**config.mk**
```make
export PLATFORM = sky130hd
export DESIGN_NAME = rxr_ring_engine
export DESIGN_NICKNAME = d
export VERILOG_FILES = /design/src/rtl/rxr_pkg.sv /design/src/rtl/rxr_desc_mem.sv /design/src/rtl/rxr_frame_acc.sv /design/src/rtl/rxr_ring_ctrl.sv /design/src/rtl/rxr_ring_engine.sv
export SDC_FILE = /design/constraint.sdc
export NUM_CORES = 2
export LEC_CHECK = 0
export ABC_AREA = 1
export BUFFER_PORTS_ARGS = -buffer_cell sky130_fd_sc_hd__buf_2
export CORE_ASPECT_RATIO = 1.75
export CORE_MARGIN = 2
export CORE_UTILIZATION = 30
export CTS_BUF_LIST = sky130_fd_sc_hd__clkbuf_4
export DETAILED_ROUTE_END_ITERATION = 7
export SLEW_MARGIN = 20
export SYNTH_ARGS = -nofsm -noshare
export SYNTH_HDL_FRONTEND = slang
export SYNTH_SLANG_ARGS = --single-unit
export TNS_END_PERCENT = 20
```
**constraint.sdc**
```tcl
create_clock -name clk -period 3.55 [get_ports clk]
set_clock_uncertainty 0.2 [all_clocks]
set_input_delay 0 -clock clk [delete_from_list [all_inputs] [get_ports clk]]
set_output_delay 0 -clock clk [all_outputs]
set_load 0.01 [all_outputs]
```
**src/rtl/rxr_pkg.sv**
```systemverilog
package rxr_pkg;
  typedef enum logic [2:0] {ST_IDLE, ST_FETCH, ST_SUSP, ST_RECV, ST_WB} rxr_state_e;

  localparam int OWN_BIT   = 31;
  localparam int EOR_BIT   = 15;
  localparam int FIRST_BIT = 9;
  localparam int LAST_BIT  = 8;
  localparam int OVF_BIT   = 11;
  localparam int CRC_BIT   = 1;
  localparam int SUM_BIT   = 15;
  localparam int LEN_LSB   = 16;
  localparam int LEN_W     = 14;
  localparam int BSZ_W     = 13;
  localparam int BUF2_LSB  = 16;

  // total space of both buffers named by a size word
  function automatic logic [LEN_W-1:0] f_capacity(input logic [31:0] sz);
    return LEN_W'(sz[BSZ_W-1:0]) + LEN_W'(sz[BUF2_LSB +: BSZ_W]);
  endfunction

  function automatic logic f_owned(input logic [31:0] w0);
    return w0[OWN_BIT];
  endfunction

  function automatic logic f_end_mark(input logic [31:0] sz);
    return sz[EOR_BIT];
  endfunction

  // status word written over word 0 when a frame completes
  function automatic logic [31:0] f_wb_word(input logic [LEN_W-1:0] len,
                                            input logic crc, input logic ovf);
    logic [31:0] w;
    w = '0;
    w[LEN_LSB +: LEN_W] = len;
    w[FIRST_BIT] = 1'b1;
    w[LAST_BIT]  = 1'b1;
    w[OVF_BIT]   = ovf;
    w[CRC_BIT]   = crc;
    w[SUM_BIT]   = crc | ovf;
    w[OWN_BIT]   = 1'b0;
    return w;
  endfunction
endpackage

```
**src/rtl/rxr_desc_mem.sv**
```systemverilog
module rxr_desc_mem #(
  parameter int AW     = 5,
  parameter int IDX_W  = 2,
  parameter int WSEL_W = 3
) (
  input  logic              clk,
  input  logic              rst_n,
  input  logic              sw_we,
  input  logic [AW-1:0]     sw_addr,
  input  logic [31:0]       sw_wdata,
  output logic [31:0]       sw_rdata,
  input  logic              eng_we,
  input  logic [AW-1:0]     eng_addr,
  input  logic [31:0]       eng_wdata,
  input  logic [IDX_W-1:0]  fetch_idx,
  output logic [31:0]       fetch_w0,
  output logic [31:0]       fetch_w1
);
  localparam int DEPTH = 1 << AW;

  logic [31:0] mem [DEPTH];
  logic [AW-1:0] base0, base1;

  assign base0    = {fetch_idx, WSEL_W'(0)};
  assign base1    = {fetch_idx, WSEL_W'(1)};
  assign fetch_w0 = mem[base0];
  assign fetch_w1 = mem[base1];
  assign sw_rdata = mem[sw_addr];

  // engine write takes the word when both ports aim at it
  always_ff @(posedge clk or negedge rst_n) begin
    if (!rst_n) begin
      for (int i = 0; i < DEPTH; i++) mem[i] <= '0;
    end else begin
      for (int i = 0; i < DEPTH; i++) begin
        if (eng_we && eng_addr == AW'(i))     mem[i] <= eng_wdata;
        else if (sw_we && sw_addr == AW'(i))  mem[i] <= sw_wdata;
      end
    end
  end
endmodule

```
**src/rtl/rxr_frame_acc.sv**
```systemverilog
module rxr_frame_acc #(
  parameter int LEN_W = 14
) (
  input  logic             clk,
  input  logic             rst_n,
  input  logic             clear,
  input  logic             beat,
  input  logic             beat_err,
  input  logic [LEN_W-1:0] cap,
  output logic [LEN_W-1:0] len,
  output logic             crc,
  output logic             ovf
);
  always_ff @(posedge clk or negedge rst_n) begin
    if (!rst_n) begin
      len <= '0;
      crc <= 1'b0;
      ovf <= 1'b0;
    end else if (clear) begin
      len <= '0;
      crc <= 1'b0;
      ovf <= 1'b0;
    end else if (beat) begin
      if (len < cap) len <= len + 1'b1;
      else           ovf <= 1'b1;
      if (beat_err)  crc <= 1'b1;
    end
  end
endmodule

```
**src/rtl/rxr_ring_ctrl.sv**
```systemverilog
module rxr_ring_ctrl
  import rxr_pkg::*;
#(
  parameter int NUM_DESC = 4,
  parameter int IDX_W    = 2,
  parameter int CAP_W    = 14
) (
  input  logic             clk,
  input  logic             rst_n,
  input  logic             run,
  input  logic             poll,
  input  logic             w0_own,
  input  logic             w1_eor,
  input  logic [CAP_W-1:0] w1_cap,
  input  logic             s_valid,
  input  logic             s_last,
  output logic [IDX_W-1:0] idx,
  output logic             ready,
  output logic             beat,
  output logic             fetch_evt,
  output logic             wb_evt,
  output logic             poll_pend,
  output logic             suspended,
  output logic             idle,
  output logic             eor_q,
  output logic [CAP_W-1:0] cap_q
);
  localparam logic [IDX_W-1:0] LAST_IDX = IDX_W'(NUM_DESC - 1);

  rxr_state_e st, st_nx;
  logic in_frame;
  logic [IDX_W-1:0] idx_adv;

  assign ready     = (st == ST_RECV) && (run || in_frame);
  assign beat      = ready && s_valid;
  assign fetch_evt = (st == ST_FETCH) && run;
  assign wb_evt    = (st == ST_WB);
  assign suspended = (st == ST_SUSP);
  assign idle      = (st == ST_IDLE);
  assign idx_adv   = (eor_q || idx == LAST_IDX) ? '0 : idx + 1'b1;

  always_comb begin
    st_nx = st;
    unique case (st)
      ST_IDLE:  if (run) st_nx = ST_FETCH;
      ST_FETCH: if (!run) st_nx = ST_IDLE;
                else if (w0_own) st_nx = ST_RECV;
                else st_nx = ST_SUSP;
      ST_SUSP:  if (!run) st_nx = ST_IDLE;
                else if (poll_pend) st_nx = ST_FETCH;
      ST_RECV:  if (!run && !in_frame) st_nx = ST_IDLE;
                else if (beat && s_last) st_nx = ST_WB;
      ST_WB:    st_nx = run ? ST_FETCH : ST_IDLE;
      default:  st_nx = ST_IDLE;
    endcase
  end

  always_ff @(posedge clk or negedge rst_n) begin
    if (!rst_n) begin
      st        <= ST_IDLE;
      idx       <= '0;
      in_frame  <= 1'b0;
      poll_pend <= 1'b0;
      eor_q     <= 1'b0;
      cap_q     <= '0;
    end else begin
      st        <= st_nx;
      // a demand arriving during a fetch survives that fetch
      poll_pend <= poll | (poll_pend & (st != ST_FETCH));
      if (idle)        idx <= '0;
      else if (wb_evt) idx <= idx_adv;
      if (fetch_evt) begin
        cap_q    <= w1_cap;
        eor_q    <= w1_eor;
        in_frame <= 1'b0;
      end else if (wb_evt) begin
        in_frame <= 1'b0;
      end else if (beat) begin
        in_frame <= 1'b1;
      end
    end
  end
endmodule

```
**src/rtl/rxr_ring_engine.sv**
```systemverilog
module rxr_ring_engine
  import rxr_pkg::*;
#(
  parameter int NUM_DESC   = 4,
  parameter int DESC_WORDS = 8,
  localparam int IDX_W  = $clog2(NUM_DESC),
  localparam int WSEL_W = $clog2(DESC_WORDS),
  localparam int AW     = IDX_W + WSEL_W
) (
  input  logic             clk,
  input  logic             rst_n,
  input  logic             rx_run,
  input  logic             poll_dmd,
  input  logic             cfg_we,
  input  logic [AW-1:0]    cfg_addr,
  input  logic [31:0]      cfg_wdata,
  output logic [31:0]      cfg_rdata,
  input  logic             rx_valid,
  input  logic             rx_last,
  input  logic             rx_crc_err,
  output logic             rx_ready,
  output logic [IDX_W-1:0] ring_idx,
  output logic             ring_suspended
);
  logic [31:0]      fetch_w0, fetch_w1, wb_word;
  logic [AW-1:0]    wb_addr;
  logic [LEN_W-1:0] cap_q, acc_len;
  logic             acc_crc, acc_ovf;
  logic             beat, fetch_evt, wb_evt, poll_pend, eng_idle, eor_q;

  assign wb_addr = {ring_idx, WSEL_W'(0)};
  assign wb_word = f_wb_word(acc_len, acc_crc, acc_ovf);

  rxr_desc_mem #(.AW(AW), .IDX_W(IDX_W), .WSEL_W(WSEL_W)) u_mem (
    .clk       (clk),
    .rst_n     (rst_n),
    .sw_we     (cfg_we),
    .sw_addr   (cfg_addr),
    .sw_wdata  (cfg_wdata),
    .sw_rdata  (cfg_rdata),
    .eng_we    (wb_evt),
    .eng_addr  (wb_addr),
    .eng_wdata (wb_word),
    .fetch_idx (ring_idx),
    .fetch_w0  (fetch_w0),
    .fetch_w1  (fetch_w1)
  );

  rxr_ring_ctrl #(.NUM_DESC(NUM_DESC), .IDX_W(IDX_W), .CAP_W(LEN_W)) u_ctrl (
    .clk       (clk),
    .rst_n     (rst_n),
    .run       (rx_run),
    .poll      (poll_dmd),
    .w0_own    (f_owned(fetch_w0)),
    .w1_eor    (f_end_mark(fetch_w1)),
    .w1_cap    (f_capacity(fetch_w1)),
    .s_valid   (rx_valid),
    .s_last    (rx_last),
    .idx       (ring_idx),
    .ready     (rx_ready),
    .beat      (beat),
    .fetch_evt (fetch_evt),
    .wb_evt    (wb_evt),
    .poll_pend (poll_pend),
    .suspended (ring_suspended),
    .idle      (eng_idle),
    .eor_q     (eor_q),
    .cap_q     (cap_q)
  );

  rxr_frame_acc #(.LEN_W(LEN_W)) u_acc (
    .clk      (clk),
    .rst_n    (rst_n),
    .clear    (fetch_evt),
    .beat     (beat),
    .beat_err (rx_crc_err),
    .cap      (cap_q),
    .len      (acc_len),
    .crc      (acc_crc),
    .ovf      (acc_ovf)
  );
endmodule

```
# Yosys cells after proc, flatten, opt, wreduce, memory -nomap -nowiden

Index checks and enable logic that the tools add are counted.

Word-level logic and storage cells: 199
Output and inout bits: 36
Input bits: 45
Register bits after elaboration: 1062

Reduce and logical (&&, ||, !) cells: 61
$add $sub $neg: 3
Order comparisons: 4
Equality and inequality tests: 43
Bitwise gates (word level): 6
Muxes and demuxes: 41

Operator list:

| kind                    | number |
|---|---|
| $bmux W32 S5            | 3 |
| $mux W32                | 12 |
| $eq A5 B5 Y1 const B    | 16 |
| $mux W29                | 2 |
| $mux W14                | 3 |
| $logic_and A1 B1 Y1     | 41 |
| $eq A5 B4 Y1 const B    | 8 |
| $eq A5 B3 Y1 const B    | 4 |
| $ge A6 B6 Y1 const B    | 3 |
| $mux W3                 | 6 |
| $not A5 Y6              | 3 |
| $reduce_bool A2 Y1      | 8 |
| $pmux W3 S5             | 1 |
| $add A13 B13 Y14        | 1 |
| $add A14 B1 Y14 const B | 1 |
| $lt A14 B14 Y1          | 1 |
| $mux W1                 | 11 |
| $eq A5 B2 Y1 const B    | 2 |
| $logic_not A5 Y1        | 2 |
| $eq A3 B2 Y1 const B    | 2 |
| $mux W2                 | 3 |
| $reduce_and A2 Y1       | 3 |
| $eq A5 B1 Y1 const B    | 1 |
| $eq A2 B2 Y1 const B    | 2 |
| 15 further kinds        | 19 |

# Logic depth before layout (Yosys ltp)

Depth after elaboration: 7
Mapped depth: 16
Depth with buffers taken out: 14

# Hierarchy

Synthesis repeated with hierarchy kept, for this count alone.

Cells, all modules: 8984
Area total of the unflattened synthesis: 62088.3 µm²

Modules (own cells, without submodules):

| module          | cells an instance | area each (µm²) | seq. area each (µm²) | instances |
|---|---|---|---|---|
| rxr_desc_mem    | 8503              | 58894.0         | 25624.6              | 1 |
| rxr_frame_acc   | 212               | 1435.1          | 400.4                | 1 |
| rxr_ring_ctrl   | 124               | 999.7           | 550.5                | 1 |
| rxr_ring_engine | 145               | 759.5           | 0.0                  | 1 |

# Worst setup path before layout

OpenSTA, ideal clock, no wires.

Kind: flip-flop to flip-flop
Start: register u_ctrl.idx[0]
End: register u_ctrl.cap_q[12]
Path slack: 0.748 ns
Data arrival time: 2.484 ns
Stages on the path, launching flop included: 17
Period minus slack after synthesis: 2.802 ns
Setup time: 0.118 ns
Buffers on the path: 2
Data required time: 3.232 ns
Cell sequence: dfrtp_1 > buf_2 > inv_1 > clkbuf_1 > nor2_1 > o22ai_1 > ha_1 > inv_1 > fa_1 > inv_1 > nand3_1 > nand3_1 > nand3_1 > nand3_1 > nand2_1 > nand3_1 > nand2_1

Word-level cells in the longest chain between the ends: 5

Ends and longest elaborated chain:

| element                                     | RTL line            | RTL |
|---|---|---|
| start: declaration                          | rxr_ring_ctrl.sv:17 | `output logic [IDX_W-1:0] idx,` |
| start signal: assignment                    | rxr_ring_ctrl.sv:71 | `else if (wb_evt) idx <= idx_adv;` |
| $not A5 Y6 (implied by the code)            | rxr_desc_mem.sv:27  | `assign fetch_w1 = mem[base1];` |
| $bmux W32 S5                                | rxr_desc_mem.sv:27  |  |
| $mux W29 (implied by the code) (2 in a row) | rxr_desc_mem.sv:27  |  |
| $add A13 B13 Y14                            | rxr_pkg.sv:18       | `return LEN_W'(sz[BSZ_W-1:0]) + LEN_W'(sz[BUF2_LSB +: BSZ_W]);` |
| end signal: assignment                      | rxr_ring_ctrl.sv:73 | `cap_q <= w1_cap;` |
| end: declaration                            | rxr_ring_ctrl.sv:26 | `output logic [CAP_W-1:0] cap_q` |

No other way between the ends. The select of a mux whose other input is x is not followed.
A chain may end at the register's enable or synchronous reset.

# Worst setup path in the final report

Start: input port cfg_addr[1]
End: output port cfg_rdata[15]

Word-level cells in the longest chain between the ends: 4

Ends and longest elaborated chain:

| element                                     | RTL line              | RTL |
|---|---|---|
| start: declaration                          | rxr_ring_engine.sv:15 | `input logic [AW-1:0] cfg_addr,` |
| $not A5 Y6 (implied by the code)            | rxr_desc_mem.sv:28    | `assign sw_rdata = mem[sw_addr];` |
| $bmux W32 S5                                | rxr_desc_mem.sv:28    |  |
| $mux W32 (implied by the code) (2 in a row) | rxr_desc_mem.sv:28    |  |
| end: declaration                            | rxr_ring_engine.sv:17 | `output logic [31:0] cfg_rdata,` |

No other way between the ends. The select of a mux whose other input is x is not followed.

==> flow_metrics.env <==
export IMPL_final_cell_area_um2=56600
export IMPL_synth_compound_area_share_pct=14.2
export IMPL_antenna_found_initial=7
export IMPL_postSynthAreaPerCell_um2=8.03
export IMPL_grt_pass1_vias=44921
export IMPL_drtIter0Drc=4997
export IMPL_cts_sinks=1062
export IMPL_die_area_um2=168000
export IMPL_p_per_area_nw_per_um2=568
export IMPL_place_ws_ns=0.236
export IMPL_cts_root_buf="clkbuf_4"
export IMPL_syn_instance_count=6132
export IMPL_place_area_um2=52200
export IMPL_crit_fanout=33
export IMPL_gp_congestion=0.959
export IMPL_drt_total_wl_um=193000
export IMPL_yosysSeqAreaShare_pct=54.0
export IMPL_grt_pass1_wl_um=289000
export IMPL_synth_edf_count=0
export IMPL_whs_ns=0.0430
export IMPL_clk_latency_ns=1.29
export IMPL_io_pins=81
export IMPL_hold_path_class="input pin to flop"
export IMPL_tns_ns=0
export IMPL_die_h_um=540
export IMPL_initial_utilization_pct=30.2
export IMPL_path_clk_slew_ns=0.07
export IMPL_p_sw_mw=10.4
export IMPL_maxCapViolCount=0
export IMPL_wl_per_cell_um=22.4
export IMPL_async_flop_share_pct=100
export IMPL_first_pass_iters=7
export IMPL_synthSimpleGateAreaFrac_pct=25.4
export IMPL_h_tree_depth=5
export IMPL_die_x_um=310
export IMPL_clkPwrFrac_pct=31.6
export IMPL_synth_seq_cells=1062
export IMPL_leakagePower_nw=26.2
export IMPL_finalCritPeriodShare_pct=98.4
export IMPL_yosysUniqueCellTypes=39
export IMPL_port_buffers=80
export IMPL_hpwl_um=123000
export IMPL_drive_above_1_share_pct=11.1
export IMPL_critPathLaunchType="input pin"
export IMPL_synthesis_area_um2=49200
export IMPL_syn2layout_area_growth_pct=14.8
export IMPL_avgViaCountPerCell=5.32
export IMPL_core_area_um2=163000
export IMPL_core_rowCount=196
export IMPL_grt_total_usage_pct=23.0
export IMPL_path_class="input pin to output port"
export IMPL_cts_setup_buffers=0
export IMPL_fmax_mhz=286
export IMPL_p_total_mw=32.1
export IMPL_max_vdd_ir_drop_uv=266
export IMPL_pwr_share_seq_pct=49.9
export IMPL_grt_overflow_total=0
export IMPL_synth_fa_ha_area_share_pct=0.828
export IMPL_num_fill_cells=17122
export IMPL_synth_xor_area_share_pct=0.125
export IMPL_muxShareOfSynthArea_pct=0
export IMPL_syn_nets=6209
export IMPL_critPathCaptureType="output port"
export IMPL_grt_setup_unrepaired="false"
export IMPL_pwr_share_comb_pct=18.5
export IMPL_numCtsBuffers=274
export IMPL_cts_buffer_depth=4
export IMPL_p_int_mw=21.7
export IMPL_power_share_switching_pct=32.4
export IMPL_setup_viol=0
export IMPL_grt_max_degree=123
export IMPL_period_needed_ns=3.49
export IMPL_setup_ws_ns=0.0576
export IMPL_tightest_slew_ns=1.12
export IMPL_max_slew_margin_rel_pct=24.9
export IMPL_nNetsFinal=6354
export IMPL_status="finished clean"
export IMPL_synthFlopType="dfrtp_1"
export IMPL_cp_arrival_ns=3.29
export IMPL_drc=0
export IMPL_vias=45815
export IMPL_finalMaxSlewViolations=0
export IMPL_synth_top_family_by_area="simple AND/OR/NAND/NOR gates"
export IMPL_cts_tree="done"
export IMPL_ant_nets=0
export IMPL_cp_required_ns=3.35
export IMPL_yosys_warnings=0
export IMPL_finalHoldViolations=0
==> sequential cells by signal, indices dropped and copies added, names as in the netlist <==
signal,count
u_mem.mem,1024
u_acc.len,14
u_ctrl.cap_q,14
u_ctrl.st,3
u_ctrl.idx,2
u_acc.crc,1
u_acc.ovf,1
u_ctrl.eor_q,1
u_ctrl.in_frame,1
u_ctrl.poll_pend,1
==> power by group through the flow <==
stage,sequential [mW],combinational [mW],clock (mW)
finish,16.0,5.95,10.1
CTS,15.9,5.98,10.3
detailed placement,16.1,5.82,0
global placement,16.1,5.69,0
global route,16.2,6.77,10.9
floorplan,15.6,3.86,0
==> through the flow <==
step	cells	util, %
2_1_floorplan	6132	-
3_3_place_gp	8058	32.0
3_5_place_dp	8058	32.0
4_1_cts	8608	34.7
5_1_grt	8615	34.7
6_report	8616	34.7
==> cell families (layout without fill, tap and decap cells) <==
logic type / count (synthesis) / count (layout)
xor gates and xnor gates: 7 / 7
buffers and inverters: 673 / 971
and+or+nand+nor: 3044 / 3044
DFF: 1062 / 1062
other: 0 / 8
AOI/OAI and AO/OA: 1314 / 1314
adders and majority gates: 32 / 32
==> worst max-delay path, stage by stage <==
cell	delay, ns
dlygate4sd3_1	0.58
buf_8	0.23
inv_4	0.17
nand2_1	0.10
dlygate4sd3_1	0.60
buf_4	0.22
o21ai_0	0.50
o21ai_0	0.15
nand2_1	0.08
nor2_1	0.04
nor2_1	0.33
buf_2	0.22
==> layout make-up <==
type / instances / area, um2 / share of cell area (%)
Inverter: 181 / 691 / 1.22
Antenna cell: 8 / 20.0 / 0.0354
Tap cell: 2178 / 2730 / 4.82
Multi-Input combinational cell: 4397 / 20000 / 35.4
Timing Repair Buffer: 361 / 3440 / 6.08
Clock buffer: 382 / 2870 / 5.07
Sequential cell: 1062 / 26600 / 47.0
Clock inverter: 47 / 234 / 0.414
==> path summary, 6_finish.rpt <==
kind / slack [ns] / startpoint / cells after the start / to
max: 0.06 / cfg_addr[1] / 12 / cfg_rdata[15]
min reg2reg: 0.28 / u_mem.mem[864] / 2 / u_mem.mem[864]
min in group asynchronous: 0.20 / rst_n / 5 / u_mem.mem[821]
max in group asynchronous: 1.73 / rst_n / 7 / u_mem.mem[123]
max reg2reg: 0.21 / u_ctrl.idx[1] / 10 / u_mem.mem[737]
min: 0.04 / cfg_wdata[31] / 4 / u_mem.mem[1023]
==> routing by layer <==
layer	up-vias	share of wire [%]	track usage (%)
li1	20623	-	-
met1	22309	37	27.2
met2	2319	49	38.5
met3	562	7.7	4.05
met4	2	6.9	14.3
met5	-	0.0067	0
==> cell usage in the layout (no fill, tap or decap), types with 10 or more instances in the layout <==
cell,Yosys,layout
nand2_1,2235,2220
o21ai_0,1065,1065
dfrtp_1,1062,1061
nand3_1,383,383
clkbuf_4,0,382
nor2_1,209,206
nand4_1,169,169
inv_1,163,156
dlygate4sd3_1,0,119
buf_4,9,114
buf_2,99,77
a21oi_1,74,74
o221ai_1,53,53
o22ai_1,50,50
o21ai_1,49,49
buf_12,0,46
clkinv_1,2,44
nand2_2,18,33
ha_1,31,31
inv_2,14,19
o221ai_2,11,11
nor2_4,8,10
==> cells in the mapped netlist (5+ instances only) <==
library cell	count	share of area, %
nand4_1	169	2.1
nand3_1	383	3.9
o21ai_0	1065	11
nor2_2	5	0.064
nand2_1	2235	17
ha_1	31	0.79
inv_2	14	0.11
inv_1	163	1.2
dfrtp_1	1062	54
nor2_1	209	1.6
buf_1	16	0.12
o221ai_2	11	0.34
nor2_4	8	0.18
buf_2	99	1.0
buf_4	9	0.14
xor2_1	6	0.11
nand2_2	18	0.23
o22ai_1	50	0.64
nor3b_1	5	0.076
clkbuf_1	364	2.8
o221ai_1	53	0.94
o21ai_1	49	0.50
nor3_1	8	0.081
a21oi_1	74	0.75
==> what timing repair did <==
action,CTS,global route
gates resized for setup,1,2
endpoints found under the setup margin,1,24
hold buffers,121,0
endpoints found under the hold margin,2122,0
Power figures use the tool's default switching activity.
